<file path="src/rtl/fx_pkg.sv">
package fx_pkg;
  localparam int FLT_W     = 4;
  localparam int FLT_ACV   = 0;
  localparam int FLT_MISS  = 1;
  localparam int FLT_MCHK  = 2;
  localparam int FLT_UNIMP = 3;

  localparam int MODE_W    = 2;
  localparam int NUM_MODES = 1 << MODE_W;

  typedef enum logic [MODE_W-1:0] {
    MODE_KERN = 2'd0,
    MODE_EXEC = 2'd1,
    MODE_SUPV = 2'd2,
    MODE_USER = 2'd3
  } cpu_mode_e;

  localparam int CNT_HIT  = 0;
  localparam int CNT_MISS = 1;
  localparam int CNT_ACV  = 2;
  localparam int NUM_CNT  = 3;
endpackage

</file>
<file path="src/rtl/fx_route.sv">
module fx_route import fx_pkg::*; #(
  parameter int VA_W     = 64,
  parameter int PA_W     = 44,
  parameter int VA_IMPL  = 48,
  parameter int PG_SHIFT = 13,
  parameter int PPN_W    = 32,
  parameter int SP_HI    = 47,
  parameter int SP_LO    = 41,
  parameter int SP_TAG   = 126,
  parameter int SX_BIT   = 40
) (
  input  logic                 pc_lsb,
  input  logic                 phys,
  input  logic [VA_W-1:0]      va,
  input  logic [MODE_W-1:0]    mode,
  input  logic                 tlb_hit,
  input  logic [PPN_W-1:0]     tlb_ppn,
  input  logic [NUM_MODES-1:0] tlb_xre,
  output logic [VA_W-1:0]      pa_raw,
  output logic [FLT_W-1:0]     early_fault,
  output logic                 need_post,
  output logic [NUM_CNT-1:0]   cnt_inc
);
  localparam int SP_W = SP_HI - SP_LO + 1;
  localparam logic [VA_W-1:0] IMPL_MASK = (VA_W'(1) << PA_W) - VA_W'(1);
  localparam logic [VA_W-1:0] LO_KEEP   = (VA_W'(1) << SX_BIT) - VA_W'(1);
  localparam logic [VA_W-1:0] HI_ONES   = IMPL_MASK & ~LO_KEEP;

  logic            va_canon;
  logic            in_window;
  logic [VA_W-1:0] bypass_pa;
  logic [VA_W-1:0] win_base;
  logic [VA_W-1:0] window_pa;
  logic [VA_W-1:0] table_pa;

  assign va_canon  = (&va[VA_W-1:VA_IMPL-1]) | (~|va[VA_W-1:VA_IMPL-1]);
  assign in_window = (va[SP_HI:SP_LO] == SP_W'(SP_TAG));
  assign bypass_pa = {va[VA_W-1:2], 2'b00} & IMPL_MASK;
  assign win_base  = va & IMPL_MASK;
  assign window_pa = win_base[SX_BIT] ? (win_base | HI_ONES) : (win_base & LO_KEEP);
  assign table_pa  = VA_W'({tlb_ppn, va[PG_SHIFT-1:2], 2'b00});

  always_comb begin
    pa_raw      = '0;
    early_fault = '0;
    need_post   = 1'b0;
    cnt_inc     = '0;
    if (pc_lsb) begin
      pa_raw           = bypass_pa;
      cnt_inc[CNT_HIT] = 1'b1;
    end else if (phys) begin
      pa_raw    = va;
      need_post = 1'b1;
    end else if (!va_canon) begin
      early_fault[FLT_ACV] = 1'b1;
      cnt_inc[CNT_ACV]     = 1'b1;
    end else if (in_window) begin
      if (mode != MODE_KERN) begin
        early_fault[FLT_ACV] = 1'b1;
        cnt_inc[CNT_ACV]     = 1'b1;
      end else begin
        pa_raw    = window_pa;
        need_post = 1'b1;
      end
    end else if (!tlb_hit) begin
      early_fault[FLT_MISS] = 1'b1;
      cnt_inc[CNT_MISS]     = 1'b1;
    end else if (!tlb_xre[mode]) begin
      early_fault[FLT_ACV] = 1'b1;
      cnt_inc[CNT_ACV]     = 1'b1;
    end else begin
      pa_raw           = table_pa;
      need_post        = 1'b1;
      cnt_inc[CNT_HIT] = 1'b1;
    end
  end
endmodule

</file>
<file path="src/rtl/fx_postchk.sv">
module fx_postchk #(
  parameter int VA_W    = 64,
  parameter int PA_W    = 44,
  parameter int IPR_LO  = 36,
  parameter int UCLR_HI = 42,
  parameter int UCLR_LO = 35
) (
  input  logic [VA_W-1:0] pa_raw,
  input  logic            need_post,
  output logic [PA_W-1:0] pa_fin,
  output logic            mchk,
  output logic            unimp,
  output logic            uncached
);
  localparam logic [PA_W-1:0] UCLR_MASK =
    ((PA_W'(1) << (UCLR_HI + 1)) - PA_W'(1)) & ~((PA_W'(1) << UCLR_LO) - PA_W'(1));

  logic over;
  logic ipr;
  logic hi_bit;

  assign over   = |pa_raw[VA_W-1:PA_W];
  assign ipr    = &pa_raw[PA_W-1:IPR_LO];
  assign hi_bit = pa_raw[PA_W-1];

  assign mchk     = need_post & over;
  assign unimp    = need_post & ~over & hi_bit & ipr;
  assign uncached = need_post & ~over & hi_bit & ~ipr;
  assign pa_fin   = uncached ? (pa_raw[PA_W-1:0] & ~UCLR_MASK) : pa_raw[PA_W-1:0];
endmodule

</file>
<file path="src/rtl/fx_counters.sv">
module fx_counters #(
  parameter int N     = 3,
  parameter int CNT_W = 16
) (
  input  logic                    clk,
  input  logic                    rst,
  input  logic [N-1:0]            inc,
  output logic [N-1:0][CNT_W-1:0] cnt
);
  for (genvar g = 0; g < N; g++) begin : g_cnt
    always_ff @(posedge clk) begin
      if (rst) cnt[g] <= '0;
      else if (inc[g]) cnt[g] <= cnt[g] + CNT_W'(1);
    end
  end
endmodule

</file>
<file path="src/rtl/fetch_xlate.sv">
module fetch_xlate import fx_pkg::*; #(
  parameter int VA_W     = 64,
  parameter int PA_W     = 44,
  parameter int VA_IMPL  = 48,
  parameter int PG_SHIFT = 13,
  parameter int PPN_W    = 32,
  parameter int ASN_W    = 8,
  parameter int CNT_W    = 16,
  parameter int SP_HI    = 47,
  parameter int SP_LO    = 41,
  parameter int SP_TAG   = 126,
  parameter int SX_BIT   = 40,
  parameter int IPR_LO   = 36,
  parameter int UCLR_HI  = 42,
  parameter int UCLR_LO  = 35,
  localparam int VPN_W   = VA_IMPL - PG_SHIFT
) (
  input  logic                 clk,
  input  logic                 rst,
  input  logic                 req_i,
  input  logic                 pc_lsb_i,
  input  logic                 phys_i,
  input  logic [VA_W-1:0]      va_i,
  input  logic [1:0]           mode_i,
  input  logic [ASN_W-1:0]     asn_i,
  output logic [VPN_W-1:0]     tlb_vpn_o,
  output logic [ASN_W-1:0]     tlb_asn_o,
  input  logic                 tlb_hit_i,
  input  logic [PPN_W-1:0]     tlb_ppn_i,
  input  logic [3:0]           tlb_xre_i,
  output logic                 done_o,
  output logic [PA_W-1:0]      pa_o,
  output logic                 uncached_o,
  output logic [3:0]           fault_o,
  output logic [CNT_W-1:0]     hit_cnt_o,
  output logic [CNT_W-1:0]     miss_cnt_o,
  output logic [CNT_W-1:0]     acv_cnt_o
);
  logic [VA_W-1:0]             pa_raw;
  logic [FLT_W-1:0]            early_fault;
  logic                        need_post;
  logic [NUM_CNT-1:0]          cnt_inc;
  logic [PA_W-1:0]             pa_fin;
  logic                        mchk;
  logic                        unimp;
  logic                        uncached;
  logic [FLT_W-1:0]            all_fault;
  logic [NUM_CNT-1:0][CNT_W-1:0] cnt;

  assign tlb_vpn_o = va_i[VA_IMPL-1:PG_SHIFT];
  assign tlb_asn_o = asn_i;

  fx_route #(
    .VA_W(VA_W), .PA_W(PA_W), .VA_IMPL(VA_IMPL), .PG_SHIFT(PG_SHIFT),
    .PPN_W(PPN_W), .SP_HI(SP_HI), .SP_LO(SP_LO), .SP_TAG(SP_TAG), .SX_BIT(SX_BIT)
  ) u_route (
    .pc_lsb(pc_lsb_i), .phys(phys_i), .va(va_i), .mode(mode_i),
    .tlb_hit(tlb_hit_i), .tlb_ppn(tlb_ppn_i), .tlb_xre(tlb_xre_i),
    .pa_raw(pa_raw), .early_fault(early_fault), .need_post(need_post),
    .cnt_inc(cnt_inc)
  );

  fx_postchk #(
    .VA_W(VA_W), .PA_W(PA_W), .IPR_LO(IPR_LO), .UCLR_HI(UCLR_HI), .UCLR_LO(UCLR_LO)
  ) u_post (
    .pa_raw(pa_raw), .need_post(need_post), .pa_fin(pa_fin),
    .mchk(mchk), .unimp(unimp), .uncached(uncached)
  );

  always_comb begin
    all_fault            = early_fault;
    all_fault[FLT_MCHK]  = mchk;
    all_fault[FLT_UNIMP] = unimp;
  end

  fx_counters #(.N(NUM_CNT), .CNT_W(CNT_W)) u_cnt (
    .clk(clk), .rst(rst),
    .inc(cnt_inc & {NUM_CNT{req_i}}),
    .cnt(cnt)
  );

  assign hit_cnt_o  = cnt[CNT_HIT];
  assign miss_cnt_o = cnt[CNT_MISS];
  assign acv_cnt_o  = cnt[CNT_ACV];

  always_ff @(posedge clk) begin
    if (rst) begin
      done_o     <= 1'b0;
      fault_o    <= '0;
      uncached_o <= 1'b0;
      pa_o       <= '0;
    end else begin
      done_o     <= req_i;
      fault_o    <= req_i ? all_fault : '0;
      uncached_o <= req_i & uncached;
      if (req_i) pa_o <= (|all_fault) ? '0 : pa_fin;
    end
  end


  done_follows_req_chk: assert property (@(posedge clk) disable iff (rst)
    req_i |=> done_o);


  fault_onehot_chk: assert property (@(posedge clk) disable iff (rst)
    $onehot0(fault_o));


  uc_clears_field_chk: assert property (@(posedge clk) disable iff (rst)
    uncached_o |-> (pa_o[UCLR_HI:UCLR_LO] == '0) && (fault_o == '0));


  acv_cnt_moves_chk: assert property (@(posedge clk) disable iff (rst)
    !$stable(acv_cnt_o) |-> done_o && fault_o[FLT_ACV]);


  miss_cnt_moves_chk: assert property (@(posedge clk) disable iff (rst)
    !$stable(miss_cnt_o) |-> done_o && fault_o[FLT_MISS]);


  hit_cnt_moves_chk: assert property (@(posedge clk) disable iff (rst)
    !$stable(hit_cnt_o) |-> done_o && !fault_o[FLT_ACV] && !fault_o[FLT_MISS]);
endmodule

</file>
<file path="config.mk">
export PLATFORM = sky130hd
export DESIGN_NAME = fetch_xlate
export DESIGN_NICKNAME = d
export VERILOG_FILES = /design/src/rtl/fx_pkg.sv /design/src/rtl/fx_route.sv /design/src/rtl/fx_postchk.sv /design/src/rtl/fx_counters.sv /design/src/rtl/fetch_xlate.sv
export SDC_FILE = /design/constraint.sdc
export NUM_CORES = 1
export LEC_CHECK = 0
export BUFFER_PORTS_ARGS = -buffer_cell sky130_fd_sc_hd__buf_2
export CAP_MARGIN = 5
export CORE_MARGIN = 2
export CORE_UTILIZATION = 30
export CTS_CLUSTER_SIZE = 12
export DETAILED_ROUTE_END_ITERATION = 10
export HOLD_SLACK_MARGIN = 0.05
export MAX_ROUTING_LAYER = met4
export PLACE_DENSITY = 0.57
export SETUP_SLACK_MARGIN = 0.05
export SYNTH_ARGS = -nofsm -noshare
export SYNTH_HDL_FRONTEND = slang
export SYNTH_SLANG_ARGS = --single-unit
</file>
<file path="constraint.sdc">
create_clock -name clk -period 4.17 [get_ports clk]
set_clock_uncertainty 0.15 [all_clocks]
set_input_delay 0.2085 -clock clk [delete_from_list [all_inputs] [get_ports clk]]
set_output_delay 0.2085 -clock clk [all_outputs]
set_load 0.05 [all_outputs]
</file>
======== Word-level counts from Yosys, hierarchy flattened ========
Cells that the tools add are included.
storage, ports and cells
  register bits after elaboration ......... 98
  bits of input ports ..................... 116
  output and inout bits ................... 141
  word-level logic and storage cells ...... 65
cells by class
  $add $sub $neg .......................... 3
  magnitude comparators ................... 1
  eq/ne operators ......................... 1
  multiplexer cells ....................... 34
  bitwise gates (word level) .............. 11
  reductions and logical operators ........ 8
operators by type and width
  operator               count
  $mux 64                6
  $mux 44                2
  $add 16x1->16 const B  3
  $mux 45                1
  $mux 43                1
  $reduce_or 20->1       1
  $mux 1                 17
  $reduce_and 17->1      1
  $reduce_or 17->1       1
  $mux 2                 5
  $reduce_and 8->1       1
  $eq 7x7->1 const B     1
  $and 1x1->1            6
  $reduce_or 4->1        1
  $and 3x3->3            1
  $lt 2x3->1 const B     1
  $mux 3                 1
  $not 1->1              3
  $bmux 1 s2             1
  $reduce_bool 2->1      1
  $reduce_or 2->1        1
  $logic_not 1->1        1
  $or 1x1->1             1

======== Depth between registers and ports, before layout ========
  depth in word-level cells ............... 15
  depth in mapped cells ................... 9
  gate-level depth less buffers ........... 7

======== Modules after synthesis ========
Synthesis repeated with hierarchy kept, for this count alone.
second synthesis, totals
  cells, all modules ...................... 635
  area, all modules ....................... 5710.5 µm²
modules (own cells, without submodules)
  module       instances  cells each  area an instance (µm²)  sequential area each (µm²)
  fetch_xlate  1          213         2289.7                  1001.0
  fx_counters  1          236         2104.5                  960.9
  fx_route     1          127         869.6                   0.0
  fx_postchk   1          59          446.7                   0.0

======== Worst setup path before layout ========
OpenSTA, ideal clock, no wires.
  path kind ............................... input to register
  start ................................... input port va_i[59]
  end ..................................... register pa_o[10]
  library setup time ...................... 0.122 ns
  data arrival time ....................... 2.372 ns
  required time ........................... 3.898 ns
  path slack .............................. 1.526 ns
  cell stages on the path ................. 8
  path buffers ............................ 1
  path through ............................ or3_4 > or4_1 > o2111ai_1 > o21a_2 > o2111ai_4 > nor4_4 > buf_6 > o21ai_0
between the ends
  longest elaborated chain between the ends .. 13
  elaborated cells between the ends (all ways) .. 24
  those cells by class .................... mux: 12; bitwise: 6; reduce/logical: 6
ends and longest elaborated chain
  what                      RTL line           text
  start, declared           fetch_xlate.sv:23  input logic [VA_W-1:0] va_i,
  $reduce_or 17->1          fx_route.sv:36     assign va_canon = (&va[VA_W-1:VA_IMPL-1]) | (~|va[VA_W-1:VA_IMPL-1]);
  $logic_not 1->1           fx_route.sv:36
  $or 1x1->1                fx_route.sv:36
  $mux 64                   fx_route.sv:54     end else if (!va_canon) begin
  $mux 64                   fx_route.sv:51     end else if (phys) begin
  $mux 64                   fx_route.sv:48     if (pc_lsb) begin
  $reduce_or 20->1          fx_postchk.sv:22   assign over = |pa_raw[VA_W-1:PA_W];
  $not 1->1                 fx_postchk.sv:27   assign unimp = need_post & ~over & hi_bit & ipr;
  $and 1x1->1 (3 in a row)  fx_postchk.sv:27
  $reduce_or 4->1           fetch_xlate.sv:96  if (req_i) pa_o <= (|all_fault) ? '0 : pa_fin;
  $mux 44 (*)               fetch_xlate.sv:96
  end signal, assigned      fetch_xlate.sv:96
  end, declared             fetch_xlate.sv:32  output logic [PA_W-1:0] pa_o,
Every way passes the cells marked *; elsewhere a longest branch is shown, timed or not.
A chain may end at the register's enable or synchronous reset.

======== Final worst setup path ========
  start ................................... input port pc_lsb_i
  end ..................................... register pa_o[24]
between the ends
  longest elaborated chain between the ends .. 8
  elaborated cells between the ends (all ways) .. 13
  those cells by class .................... mux: 5; bitwise: 5; reduce/logical: 3
ends and longest elaborated chain
  what                      RTL line           text
  start, declared           fetch_xlate.sv:21  input logic pc_lsb_i,
  $mux 64                   fx_route.sv:48
  $reduce_or 20->1          fx_postchk.sv:22
  $not 1->1                 fx_postchk.sv:27
  $and 1x1->1 (3 in a row)  fx_postchk.sv:27
  $reduce_or 4->1           fetch_xlate.sv:96
  $mux 44 (*)               fetch_xlate.sv:96
Marks and branches as above.

==> results_dict.tcl <==
set metrics [dict create \
    status "completed" \
    core_um2 16500 \
    setup_viol 0 \
    synth-xor-area-share_pct 6.41 \
    worstSetupStartpoint "pc_lsb_i" \
    synth_edf_count 0 \
    cp_max_fo 35 \
    fin_tns_setup_ns 0 \
    clkSinkCount 98 \
    layout_common_cells "buf_2, dfxtp_1, nand2_1, nor2_1, o21ai_0" \
    final_layout_size_suffix_gt1_share_pct 34.3 \
    synth_cell_types 50 \
    area_growth_pct 29.4 \
    fillers 1773 \
    nets 927 \
    fin_crit_sh_pct 73.9 \
    m1WireLength_mm 7.15 \
    first_iter_violations 164 \
    synth_fa_ha_area_share_pct 0.743 \
    power.leakage_nw 2.82 \
    grt_use_total_pct 18.2 \
    clk_path_buf_depth 2 \
    route.antenna.remaining_nets 0 \
    dieArea_um2 17900 \
    cts_resized 0 \
    grt_max_degree 37 \
    end_kind "flip-flop" \
    syn-instance-count 610 \
    path_class "in2reg" \
    synthSimpleGateAreaFrac_pct 26.6 \
    first_pass_iters 4 \
    routed.top_layer "met4" \
    synthFlopType "dfxtp_1" \
    synth_area_um2 5050 \
    mostFrequentLayoutCell "buf_2" \
    p_seq_share_pct 45.6 \
    num_vias 5013 \
    post_cts_buffers 0 \
    routed-wl-met3_mm 1.11 \
    syn-num-nets 729 \
    synth_top_family_by_area "simple AND/OR/NAND/NOR gates" \
    clkPwrFrac_pct 36.7 \
    grt_setup_unrepaired "no" \
    switching_share_pct 30.4 \
    hp-start "va_i[35]" \
    slew_headroom_pct 42.4 \
    ys_ff_latch 98 \
    ys_warn_count 0 \
    clock.fmax_mhz 325 \
    min_period_ns 3.08 \
    die-width_um 134 \
    cp.arrival_ns 3.14 \
    clk_latency_ns 0.35 \
    placedCellCount 1002 \
    dp_hpwl_mm 12.3 \
    final-hold-violation-count 0 \
    cts_root_buffer "clkbuf_16" \
    drc_errors 0 \
    grt_pass1_wl_mm 24.9 \
    muxShareOfSynthArea_pct 1.44 \
    io_pins 257 \
    grt-ovfl-total 0 \
    first_global_vias 4622 \
    cp-start-kind "primary input" \
    synthArstFlopShare_pct 0 \
    p_sw_mw 0.644 \
    synth_seq_area_share_pct 38.8 \
    antenna_found_initial 0 \
    route.met2.wl_mm 7.79 \
    diodes 0 \
    htreeDepth 3 \
    io_buffers 240 \
    report.power.total_mw 2.12 \
    wl_mm 16.3 \
    required_ns 4.23 \
    internal_power_mw 1.48 \
    final_cell_count_no_fill 1033 \
    power.density_nw_per_um2 324 \
    routabilityCongestion 0.807 \
    min_path_type "in2reg" \
    maxCapViolations 0 \
    row_count 47 \
    clkSlewWorstSetupHoldPaths_ns 0.06 \
    power_frac_comb_pct 17.7 \
    post_drt_wl_per_cell_um 15.8 \
    ir_drop_v 0.000180 \
    tightestPinTransition_ns 0.864 \
    initial_core_util_pct 30.6 \
    r2r-start "u_cnt.cnt[3]" \
    synth_compound_area_share_pct 15.6 \
    drv_slew 0 \
    cts_buffers 9 \
    via_per_inst 4.85 \
    cts_tree "built" \
    die_height_um 134 \
    syn_avg_cell_area_um2 8.29 \
]
routing by layer:
metal,vias up,track usage [%]
met3,27,4.38
met1,2299,22.7
li1,2513,-
met5,-,-
met4,0,5.61
met2,174,29.4
power groups by stage:
| stage | registers, mW | logic (mW) | clock network, mW |
|---|---|---|---|
| 4_1_cts | 0.967 | 0.378 | 0.812 |
| 5_1_grt | 0.969 | 0.399 | 0.847 |
| 6_report | 0.967 | 0.375 | 0.779 |
| 2_1_floorplan | 1.06 | 0.204 | 0 |
| 3_3_place_gp | 0.989 | 0.366 | 0 |
| 3_5_place_dp | 0.989 | 0.366 | 0 |
what timing repair did:
action,in CTS,in global routing
hold endpoints to repair,15,0
hold buffers,15,0
endpoints found under the setup margin,0,0
worst max-delay path, stage by stage:
cell	delay [ns]
dlygate4sd3_1	0.55
buf_2	0.16
or2_2	0.43
a21oi_1	0.34
a32o_1	0.33
o2111ai_4	0.26
nor4_4	0.34
buf_4	0.35
o21ai_0	0.15
worst paths after layout:
check                        to  slack [ns]  cells after the start
hold reg to reg         pa_o[7]        0.30                      2
setup reg to reg  u_cnt.cnt[12]        2.10                      7
hold / removal         pa_o[35]        0.16                      4
setup / recovery       pa_o[24]        1.09                      9
per-stage QoR:
| step | util, % | hold WS, ns | setup WS, ns | instance area (um^2) |
|---|---|---|---|---|
| 5_1_grt | 39.6 | 0.172 | 0.836 | 6540 |
| 4_1_cts | 39.6 | 0.149 | 1.12 | 6540 |
| 3_3_place_gp | 37.0 | 0.267 | 1.06 | 6120 |
| 6_report | 39.6 | 0.157 | 1.09 | 6540 |
| 3_5_place_dp | 37.0 | 0.267 | 1.02 | 6120 |
| 2_1_floorplan | - | 0.137 | 1.53 | 5050 |
final cells by class:
class	instances	area (um^2)	area share, %
multi-input cells	424	2570	39.3
flip-flops and latches	98	1960	30.0
repair buffers	263	1410	21.6
well taps	220	275	4.21
clock buffers	11	233	3.56
inverters	12	45.0	0.689
clock inverters	5	40.0	0.612
logic make-up after synthesis:
group,Yosys count
AOI/OAI and AO/OA,119
buffers and inverters,88
xor gates and xnor gates,37
adders and majority gates,3
and+or+nand+nor,259
DFF,98
muxes,6
flip-flops by register name (all words and copies together) (netlist names):
signal / count
pa_o: 44
done_o: 1
uncached_o: 1
u_cnt.cnt: 48
fault_o: 4
synthesized netlist by cell type, types with 3 or more instances:
cell type / count / area (um^2)
buf_4: 43 / 323
or3_1: 30 / 188
nand2_1: 68 / 255
xnor2_1: 33 / 289
inv_1: 11 / 41.3
nand2b_1: 6 / 37.5
o21ai_0: 46 / 230
buf_6: 4 / 45.0
a32oi_1: 6 / 52.6
a22oi_1: 22 / 165
xor2_1: 4 / 35.0
a21oi_1: 14 / 70.1
o21ai_1: 3 / 15.0
a32o_1: 4 / 40.0
mux2i_1: 5 / 50.1
nor3b_1: 4 / 30.0
nor4_1: 20 / 125
and2_1: 3 / 18.8
or2_2: 3 / 18.8
nand3_1: 10 / 50.1
clkbuf_1: 28 / 105
o211ai_1: 3 / 22.5
ha_1: 3 / 37.5
dfxtp_1: 98 / 1960
a21o_1: 5 / 37.5
nand3b_1: 13 / 97.6
o22ai_1: 3 / 18.8
and3_1: 7 / 43.8
nand4_1: 12 / 75.1
o2111ai_1: 3 / 26.3
nor3_1: 15 / 75.1
nor2_1: 60 / 225
Note: power is estimated with default switching activity, not from simulation.
